<file path="config.mk">
export PLATFORM = sky130hd
export DESIGN_NAME = perf_mon_unit
export DESIGN_NICKNAME = d
export VERILOG_FILES = /design/src/rtl/pmu_pkg.sv /design/src/rtl/pmu_filter.sv /design/src/rtl/pmu_evt_counter.sv /design/src/rtl/pmu_cyc_counter.sv /design/src/rtl/perf_mon_unit.sv
export SDC_FILE = /design/constraint.sdc
export NUM_CORES = 1
export LEC_CHECK = 0
export BUFFER_PORTS_ARGS = -buffer_cell sky130_fd_sc_hd__buf_2
export CORE_AREA = 3 3 238 240
export CTS_CLUSTER_SIZE = 16
export DETAILED_ROUTE_END_ITERATION = 6
export DIE_AREA = 0 0 241 243
export PLACE_DENSITY = 0.55
export RECOVER_POWER = 50
export SLEW_MARGIN = 20
export SYNTH_ARGS = -nofsm -noshare
export SYNTH_HDL_FRONTEND = slang
export SYNTH_HIERARCHICAL = 1
export SYNTH_SLANG_ARGS = --single-unit
</file>
<file path="constraint.sdc">
create_clock -name clk -period 5.9 [get_ports clk]
set_clock_uncertainty 0.2 [all_clocks]
set_input_delay 0.59 -clock clk [delete_from_list [all_inputs] [get_ports clk]]
set_output_delay 0.59 -clock clk [all_outputs]
set_load 0.05 [all_outputs]
</file>
<file path="src/rtl/pmu_pkg.sv">
package pmu_pkg;

    typedef enum logic [4:0] {
        RA_CTRL     = 5'd0,
        RA_EN_SET   = 5'd1,
        RA_EN_CLR   = 5'd2,
        RA_IE_SET   = 5'd3,
        RA_IE_CLR   = 5'd4,
        RA_OV_SET   = 5'd5,
        RA_OV_CLR   = 5'd6,
        RA_SEL      = 5'd7,
        RA_SWSTEP   = 5'd8,
        RA_SEL_TYPE = 5'd9,
        RA_SEL_VAL  = 5'd10,
        RA_CYC_LO   = 5'd11,
        RA_CYC_HI   = 5'd12,
        RA_CYC_FILT = 5'd13
    } reg_addr_e;

    localparam int          CYC_IDX      = 31;
    localparam logic [31:0] CTRL_WR_MASK = 32'h0000_0039;
    localparam int          CB_EN        = 0;
    localparam int          CB_EVRST     = 1;
    localparam int          CB_CYRST     = 2;
    localparam int          CB_DIV       = 3;
    localparam int          EVT_NUM_W    = 10;

    // filter field, type register bits 31:26
    typedef struct packed {
        logic excl_el1;
        logic excl_el0;
        logic ns_el1;
        logic ns_el0;
        logic incl_el2;
        logic el3_mod;
    } filt_t;

endpackage

</file>
<file path="src/rtl/pmu_filter.sv">
module pmu_filter
    import pmu_pkg::*;
(
    input  filt_t       filt,
    input  logic [1:0]  cur_el,
    input  logic        non_secure,
    output logic        allow
);
    always_comb begin
        unique case (cur_el)
            2'd0:    allow = non_secure ? ~(filt.excl_el0 ^ filt.ns_el0) : ~filt.excl_el0;
            2'd1:    allow = non_secure ? ~(filt.excl_el1 ^ filt.ns_el1) : ~filt.excl_el1;
            2'd2:    allow = filt.incl_el2;
            default: allow = ~(filt.excl_el1 ^ filt.el3_mod);
        endcase
    end
endmodule

</file>
<file path="src/rtl/pmu_evt_counter.sv">
module pmu_evt_counter #(
    parameter int W = 32
) (
    input  logic         clk,
    input  logic         rst_n,
    input  logic         clear,
    input  logic         load,
    input  logic [W-1:0] load_val,
    input  logic         step,
    output logic [W-1:0] value,
    output logic         wrap
);
    // priority: clear, then load, then step
    always_ff @(posedge clk or negedge rst_n) begin
        if (!rst_n)     value <= '0;
        else if (clear) value <= '0;
        else if (load)  value <= load_val;
        else if (step)  value <= value + 1'b1;
    end

    assign wrap = step & ~clear & ~load & (&value);
endmodule

</file>
<file path="src/rtl/pmu_cyc_counter.sv">
module pmu_cyc_counter #(
    parameter int W     = 64,
    parameter int DIV_W = 6
) (
    input  logic         clk,
    input  logic         rst_n,
    input  logic         run,
    input  logic         div_en,
    input  logic         clear,
    input  logic         load_lo,
    input  logic         load_hi,
    input  logic [31:0]  load_val,
    input  logic         long_mode,
    output logic [W-1:0] value,
    output logic         wrap
);
    logic [DIV_W-1:0] rem_q;
    logic             tick;

    assign tick = run & (~div_en | (&rem_q));

    always_ff @(posedge clk or negedge rst_n) begin
        if (!rst_n)               rem_q <= '0;
        else if (clear)           rem_q <= '0;
        else if (run && div_en)   rem_q <= rem_q + 1'b1;
    end

    always_ff @(posedge clk or negedge rst_n) begin
        if (!rst_n)       value <= '0;
        else if (clear)   value <= '0;
        else if (load_lo) value[31:0] <= load_val;
        else if (load_hi) value[W-1:32] <= load_val[W-33:0];
        else if (tick)    value <= value + 1'b1;
    end

    assign wrap = tick & ~clear & ~load_lo & ~load_hi
                & (long_mode ? (&value) : (&value[31:0]));
endmodule

</file>
<file path="src/rtl/perf_mon_unit.sv">
module perf_mon_unit
    import pmu_pkg::*;
#(
    parameter int          NUM_EVT   = 4,
    parameter logic [7:0]  ID_CODE   = 8'h5A,
    parameter logic [7:0]  IMPL_CODE = 8'h3C,
    parameter bit          LONG_CYC  = 1'b0
) (
    input  logic               clk,
    input  logic               rst_n,
    input  logic               reg_we,
    input  logic [4:0]         reg_addr,
    input  logic [31:0]        reg_wdata,
    output logic [31:0]        reg_rdata,
    input  logic [NUM_EVT-1:0] evt_in,
    input  logic [1:0]         cur_el,
    input  logic               non_secure,
    output logic               irq
);
    localparam logic [31:0] IMPL_MASK = 32'h8000_0000 | ((32'd1 << NUM_EVT) - 32'd1);
    localparam logic [31:0] CTRL_CONST = {IMPL_CODE, ID_CODE, 5'(NUM_EVT), 4'b0, LONG_CYC, 6'b0};

    logic [31:0] ctrl_q, en_q, ie_q, ov_q, hw_ov;
    logic [4:0]  sel_q;
    logic        ctrl_e;
    logic        wr_ctrl, wr_en_s, wr_en_c, wr_ie_s, wr_ie_c, wr_ov_s, wr_ov_c;
    logic        wr_sel, wr_step, wr_type, wr_val, wr_cyc_lo, wr_cyc_hi, wr_cyc_f;
    logic        ev_reset, cy_reset;

    logic [NUM_EVT-1:0][31:0]          evt_cnt;
    logic [NUM_EVT-1:0][EVT_NUM_W-1:0] evt_num;
    filt_t [NUM_EVT-1:0]               evt_filt;
    logic [NUM_EVT-1:0]                evt_wrap;

    filt_t       cyc_filt_q;
    logic        cyc_allow, cyc_run, cyc_wrap;
    logic [63:0] cyc_val;
    logic [31:0] sel_type_rd, sel_val_rd;

    // write strobes
    assign wr_ctrl   = reg_we && (reg_addr == RA_CTRL);
    assign wr_en_s   = reg_we && (reg_addr == RA_EN_SET);
    assign wr_en_c   = reg_we && (reg_addr == RA_EN_CLR);
    assign wr_ie_s   = reg_we && (reg_addr == RA_IE_SET);
    assign wr_ie_c   = reg_we && (reg_addr == RA_IE_CLR);
    assign wr_ov_s   = reg_we && (reg_addr == RA_OV_SET);
    assign wr_ov_c   = reg_we && (reg_addr == RA_OV_CLR);
    assign wr_sel    = reg_we && (reg_addr == RA_SEL);
    assign wr_step   = reg_we && (reg_addr == RA_SWSTEP);
    assign wr_type   = reg_we && (reg_addr == RA_SEL_TYPE);
    assign wr_val    = reg_we && (reg_addr == RA_SEL_VAL);
    assign wr_cyc_lo = reg_we && (reg_addr == RA_CYC_LO);
    assign wr_cyc_hi = reg_we && (reg_addr == RA_CYC_HI);
    assign wr_cyc_f  = reg_we && (reg_addr == RA_CYC_FILT);

    assign ev_reset = wr_ctrl & reg_wdata[CB_EVRST];
    assign cy_reset = wr_ctrl & reg_wdata[CB_CYRST];
    assign ctrl_e   = ctrl_q[CB_EN];

    // event counters
    for (genvar i = 0; i < NUM_EVT; i++) begin : g_evt
        logic [EVT_NUM_W-1:0] num_q;
        filt_t                filt_q;
        logic                 allow, is_sw, step, load;

        always_ff @(posedge clk or negedge rst_n) begin
            if (!rst_n) begin
                num_q  <= '0;
                filt_q <= '0;
            end else if (wr_type && sel_q == 5'(i)) begin
                num_q  <= reg_wdata[EVT_NUM_W-1:0];
                filt_q <= filt_t'(reg_wdata[31:26]);
            end
        end

        pmu_filter u_filt (
            .filt       (filt_q),
            .cur_el     (cur_el),
            .non_secure (non_secure),
            .allow      (allow)
        );

        assign is_sw = (num_q == '0);
        assign step  = ctrl_e & en_q[i] & allow
                     & (is_sw ? (wr_step & reg_wdata[i]) : evt_in[i]);
        assign load  = wr_val && (sel_q == 5'(i));

        pmu_evt_counter #(.W(32)) u_cnt (
            .clk      (clk),
            .rst_n    (rst_n),
            .clear    (ev_reset),
            .load     (load),
            .load_val (reg_wdata),
            .step     (step),
            .value    (evt_cnt[i]),
            .wrap     (evt_wrap[i])
        );

        assign evt_num[i]  = num_q;
        assign evt_filt[i] = filt_q;
    end

    // cycle counter
    always_ff @(posedge clk or negedge rst_n) begin
        if (!rst_n)
            cyc_filt_q <= '0;
        else if (wr_cyc_f || (wr_type && sel_q == 5'(CYC_IDX)))
            cyc_filt_q <= filt_t'(reg_wdata[31:26]);
    end

    pmu_filter u_cyc_filt (
        .filt       (cyc_filt_q),
        .cur_el     (cur_el),
        .non_secure (non_secure),
        .allow      (cyc_allow)
    );

    assign cyc_run = ctrl_e & en_q[CYC_IDX] & cyc_allow;

    pmu_cyc_counter #(.W(64), .DIV_W(6)) u_cyc (
        .clk       (clk),
        .rst_n     (rst_n),
        .run       (cyc_run),
        .div_en    (ctrl_q[CB_DIV]),
        .clear     (cy_reset),
        .load_lo   (wr_cyc_lo || (wr_val && sel_q == 5'(CYC_IDX))),
        .load_hi   (wr_cyc_hi),
        .load_val  (reg_wdata),
        .long_mode (LONG_CYC),
        .value     (cyc_val),
        .wrap      (cyc_wrap)
    );

    // global registers
    always_comb begin
        hw_ov                = '0;
        hw_ov[NUM_EVT-1:0]   = evt_wrap;
        hw_ov[CYC_IDX]       = cyc_wrap;
    end

    always_ff @(posedge clk or negedge rst_n) begin
        if (!rst_n) begin
            ctrl_q <= '0;
            en_q   <= '0;
            ie_q   <= '0;
            ov_q   <= '0;
            sel_q  <= '0;
        end else begin
            if (wr_ctrl) ctrl_q <= reg_wdata & CTRL_WR_MASK;
            if (wr_en_s)      en_q <= en_q | (reg_wdata & IMPL_MASK);
            else if (wr_en_c) en_q <= en_q & ~reg_wdata;
            if (wr_ie_s)      ie_q <= ie_q | (reg_wdata & IMPL_MASK);
            else if (wr_ie_c) ie_q <= ie_q & ~reg_wdata;
            // hardware overflow set has priority over a clear write
            ov_q <= ((wr_ov_s ? (ov_q | (reg_wdata & IMPL_MASK)) : ov_q)
                     & ~(wr_ov_c ? reg_wdata : 32'h0)) | hw_ov;
            if (wr_sel) sel_q <= reg_wdata[4:0];
        end
    end

    assign irq = |(ov_q & ie_q);

    // read path
    always_comb begin
        sel_type_rd = '0;
        sel_val_rd  = '0;
        for (int i = 0; i < NUM_EVT; i++) begin
            if (sel_q == 5'(i)) begin
                sel_type_rd = {evt_filt[i], 16'b0, evt_num[i]};
                sel_val_rd  = evt_cnt[i];
            end
        end
        if (sel_q == 5'(CYC_IDX)) begin
            sel_type_rd = {cyc_filt_q, 26'b0};
            sel_val_rd  = cyc_val[31:0];
        end
    end

    always_comb begin
        unique case (reg_addr)
            RA_CTRL:                reg_rdata = ctrl_q | CTRL_CONST;
            RA_EN_SET, RA_EN_CLR:   reg_rdata = en_q;
            RA_IE_SET, RA_IE_CLR:   reg_rdata = ie_q;
            RA_OV_SET, RA_OV_CLR:   reg_rdata = ov_q;
            RA_SEL:                 reg_rdata = {27'b0, sel_q};
            RA_SEL_TYPE:            reg_rdata = sel_type_rd;
            RA_SEL_VAL:             reg_rdata = sel_val_rd;
            RA_CYC_LO:              reg_rdata = cyc_val[31:0];
            RA_CYC_HI:              reg_rdata = cyc_val[63:32];
            RA_CYC_FILT:            reg_rdata = {cyc_filt_q, 26'b0};
            default:                reg_rdata = '0;
        endcase
    end
endmodule

</file>
==> summary.md <==
| Metric | Value |
|---|---|
| Count leader, synth | dfrtp_1 |
| Relative slew margins | -169% |
| Clk_lat worst skew | 0.61 ns |
| Via count | 23,100 |
| Avg Vias per Cell | 7.15 |
| Area contributors post-synth | dfrtp_1, nor2_1, mux4_2 |
| Area Growth Syn to Fin | 10.5% |
| Finish-stage setup viols | 0 |
| Final Hold Fails | 0 |
| RSZ-0062 raised after global routing | false |
| Synth cell count leaders | dfrtp_1, nor2_1, nand2_1, nand3_1, nand4_1 |
| Die Area | 0.0586 mm2 |
| H-tree depth | 2 |
| CTS Hold Bufs | 1 |
| Type of the worst min-delay path | input pin to flop |
| Largest net degree at the start of global routing | 167 |
| Vias in the first global route | 21,700 |
| Met1 Resource Use GR | 48.9% |
| Grt peak-use layer | met2 |
| Core footprint | 0.0549 mm2 |
| Final non-filler cell total | 3,228 |
| Top FF cell, synth | dfrtp_1 |
| Unique masters post-synth | 93 |
| PortBufs | 79 |
| Initial Util | 42.7% |
| Clk slew on worst S/H paths | 0.06 ns |
| Rows | 86 |
| Yosys top cell area share | 39.8% |
| Detailed placement HPWL | 76,800 um |
| Worst Path Arrival | 4.17 ns |
| Worst Path Required | 5.11 ns |
| Ys Warns | 6 |
| Antenna Nets Post-Route | 0 |
| Fill cells | 5,230 |
| Synthesized Nets | 2,539 |
| Most frequent CP cell | buf_4 |
| Syn_area_per_cell | 9.43 um2 |
| Global routing usage on met2 | 55.7% |
| Max-Cap Viols | 2 |
| First-pass GRT wire length | 157,000 um |
| All-Layer GR Usage | 36.8% |
| Buf/Inv on CP | 4 |
| Initial antenna violation count | 5 |
| Inserted Clock Buffers | 45 |
| Initial DRC Count | 2,936 |
| Fmax | 202 MHz |
| Post-layout min period | 4.96 ns |
| Sw Ratio | 34.5% |
| P_leak | 10.2 nW |
| CTS tree | done |
| Total routed wirelength | 110,000 um |
| Crit path largest cell delay | 0.94 ns |
| Residual DRC count | 0 |
| Slowest-stage cell, CP | clkbuf_1 |
| Clock share of power | 38.2% |
| Chip Width | 241 um |
| Internal Power | 0.00507 W |
| Combinational share of power | 17.2% |
| CP Cell Sequence | clkbuf_1, buf_4, nand2b_1, nor2_2, buf_4, a22o_1, a2111oi_0, nand3_1, buf_2 |
| Flops & latches, synth | 373 |
| Grt ovf | 0 |
| Failing checks | capacitance limit, slew limit |
| Register area share after synthesis | 39.8% |
| Kind of critical path | input pin to output pin |
| Max-slew violation count | 98 |
| Sw power | 0.00267 W |
| EDFF count, synth | 0 |
| Worst path top cell family by delay | buffers and inverters |
| CTS Sinks | 373 |
| Crit Path Max Fanout | 20 |
| TritonRoute pass-1 iters | 7 |
| Cells after DPL | 3,140 |
| Slew at the pin closest to its max-slew limit | 4.04 ns |
| Cells after Synth | 2,486 |
| WL/cell | 34.0 um |
| Share of cells above drive strength 1 | 14.3% |
| Sequential share of power | 44.6% |
| Clock buffer depth | 3 |
| Placer Congestion | 1.00 |
| Power per standard cell area | 299 mW/mm2 |
| Final net count | 2,537 |
| Final period util | 84.1% |
| Peak supply drop | 239 uV |
| Post-synth top area cell | dfrtp_1 |
| IO Count | 80 |
| Fin Setup TNS | 0 ns |
| Post-CTS Setup Inserts | 0 |
| Synthesized cell area | 0.0234 mm2 |
| Clock Tree Root | clkbuf_16 |
| Crit end category | output pin |
| Post-synth ARST share | 100% |
| Cts repair resizes | 0 |
| Crit start category | input pin |
| Grt met3 use | 7.73% |
| Status | complete, but fails checks |
| Height of the die | 243 um |
## metal layers
metal | wire, um | share of wire (%)
met1 | 43000 | 39
met2 | 48400 | 44
met3 | 10600 | 9.7
met4 | 7550 | 6.9
met5 | 0 | 0
## worst register-to-register path: cells and delay by family (launching register included)
| family | cells | cell delay [ns] |
|---|---|---|
| buffers and inverters | 4 | 2.40 |
| AND/OR/NAND/NOR | 2 | 0.67 |
| flip-flops | 1 | 0.56 |
| AO/OA/AOI/OAI | 2 | 0.27 |
## cell usage in the layout (no fill, tap or decap), types with 27 or more instances in the layout
cell type    n
clkbuf_16   46
o211ai_1    29
xnor2_1     43
a22oi_1     51
nand3_1    138
xor2_1      35
buf_4       38
o31ai_1     32
and4_1      51
dfrtp_1    371
nor3_1      37
nor2_1     218
or4_1       50
or3_1       44
o21ai_0     84
a21boi_0    81
nor4_1      27
a21oi_1     83
mux2_2      61
a211oi_1    48
buf_2       77
a22o_1      32
inv_1       27
nand2_1    208
mux2i_1     44
a311oi_1    61
nand4_1    111
mux4_2      35
## per-stage QoR
step / hold slack [ns] / total power [W] / util, % / cell area, um2 / setup slack [ns]
CTS: 0.248 / 0.00772 / 47.2 / 25900 / 1.20
global route: 0.265 / 0.00798 / 47.1 / 25900 / 0.654
global placement: 0.291 / 0.00474 / 44.4 / 24400 / 1.55
finish: 0.283 / 0.00775 / 47.2 / 25900 / 0.939
floorplan: 0.0944 / 0.00402 / - / 23400 / 2.35
detailed placement: 0.299 / 0.00476 / 44.4 / 24400 / 1.54
## final cells by class
| class | instances | area, um2 | area share [%] |
|---|---|---|---|
| multi-input combinational | 1912 | 13300 | 51.2 |
| sequential | 373 | 9340 | 36.1 |
| clock buffer | 61 | 1300 | 5.01 |
| tap | 704 | 881 | 3.40 |
| timing repair buffer | 123 | 739 | 2.86 |
| clock inverter | 20 | 243 | 0.938 |
| inverter | 29 | 109 | 0.421 |
| antenna | 6 | 15.0 | 0.0580 |
## flip-flops by register name (all words and copies together), names as in the netlist, 24 cells and up, named ones only
name               flops
en_q                  27
g_evt.num_q           40
ov_q                  32
evt_filt              24
u_cyc/value           64
ie_q                  27
g_evt.u_cnt/value    128
## final timing paths
check / start / to / slack, ns / cells past startpoint
min in group asynchronous: rst_n / g_evt[1].u_cnt/value[29] / 1.76 / 2
max in group asynchronous: rst_n / sel_q[0] / 1.44 / 3
min reg2reg: g_evt[3].num_q[2] / g_evt[3].num_q[2] / 0.31 / 2
max reg2reg: sel_q[0] / g_evt[2].u_cnt/value[31] / 1.68 / 8
max: reg_addr[2] / reg_rdata[29] / 0.94 / 9
min: reg_wdata[11] / u_cyc/value[11] / 0.28 / 3
## cells by family (layout without fill, tap and decap cells)
| group | after synthesis | after routing | synth area share [%] |
|---|---|---|---|
| and+or+nand+nor | 1020 | 1020 | 23.6 |
| AOI/OAI and AO/OA | 649 | 649 | 20.2 |
| DFF | 373 | 373 | 39.8 |
| buffers and inverters | 201 | 233 | 3.76 |
| muxes | 158 | 158 | 9.33 |
| xor gates and xnor gates | 78 | 78 | 2.92 |
| adders and majority gates | 6 | 6 | 0.320 |
| other | 1 | 7 | 0.0160 |
## power by group through the flow
stage	combinational (W)	sequential [W]	clock, W
6_report	0.00133	0.00346	0.00296
5_1_grt	0.00141	0.00347	0.00310
4_1_cts	0.00130	0.00342	0.00299
3_5_place_dp	0.00130	0.00346	0
3_3_place_gp	0.00128	0.00346	0
2_1_floorplan	0.000875	0.00314	0
Note: power is estimated with default switching activity, not from simulation.
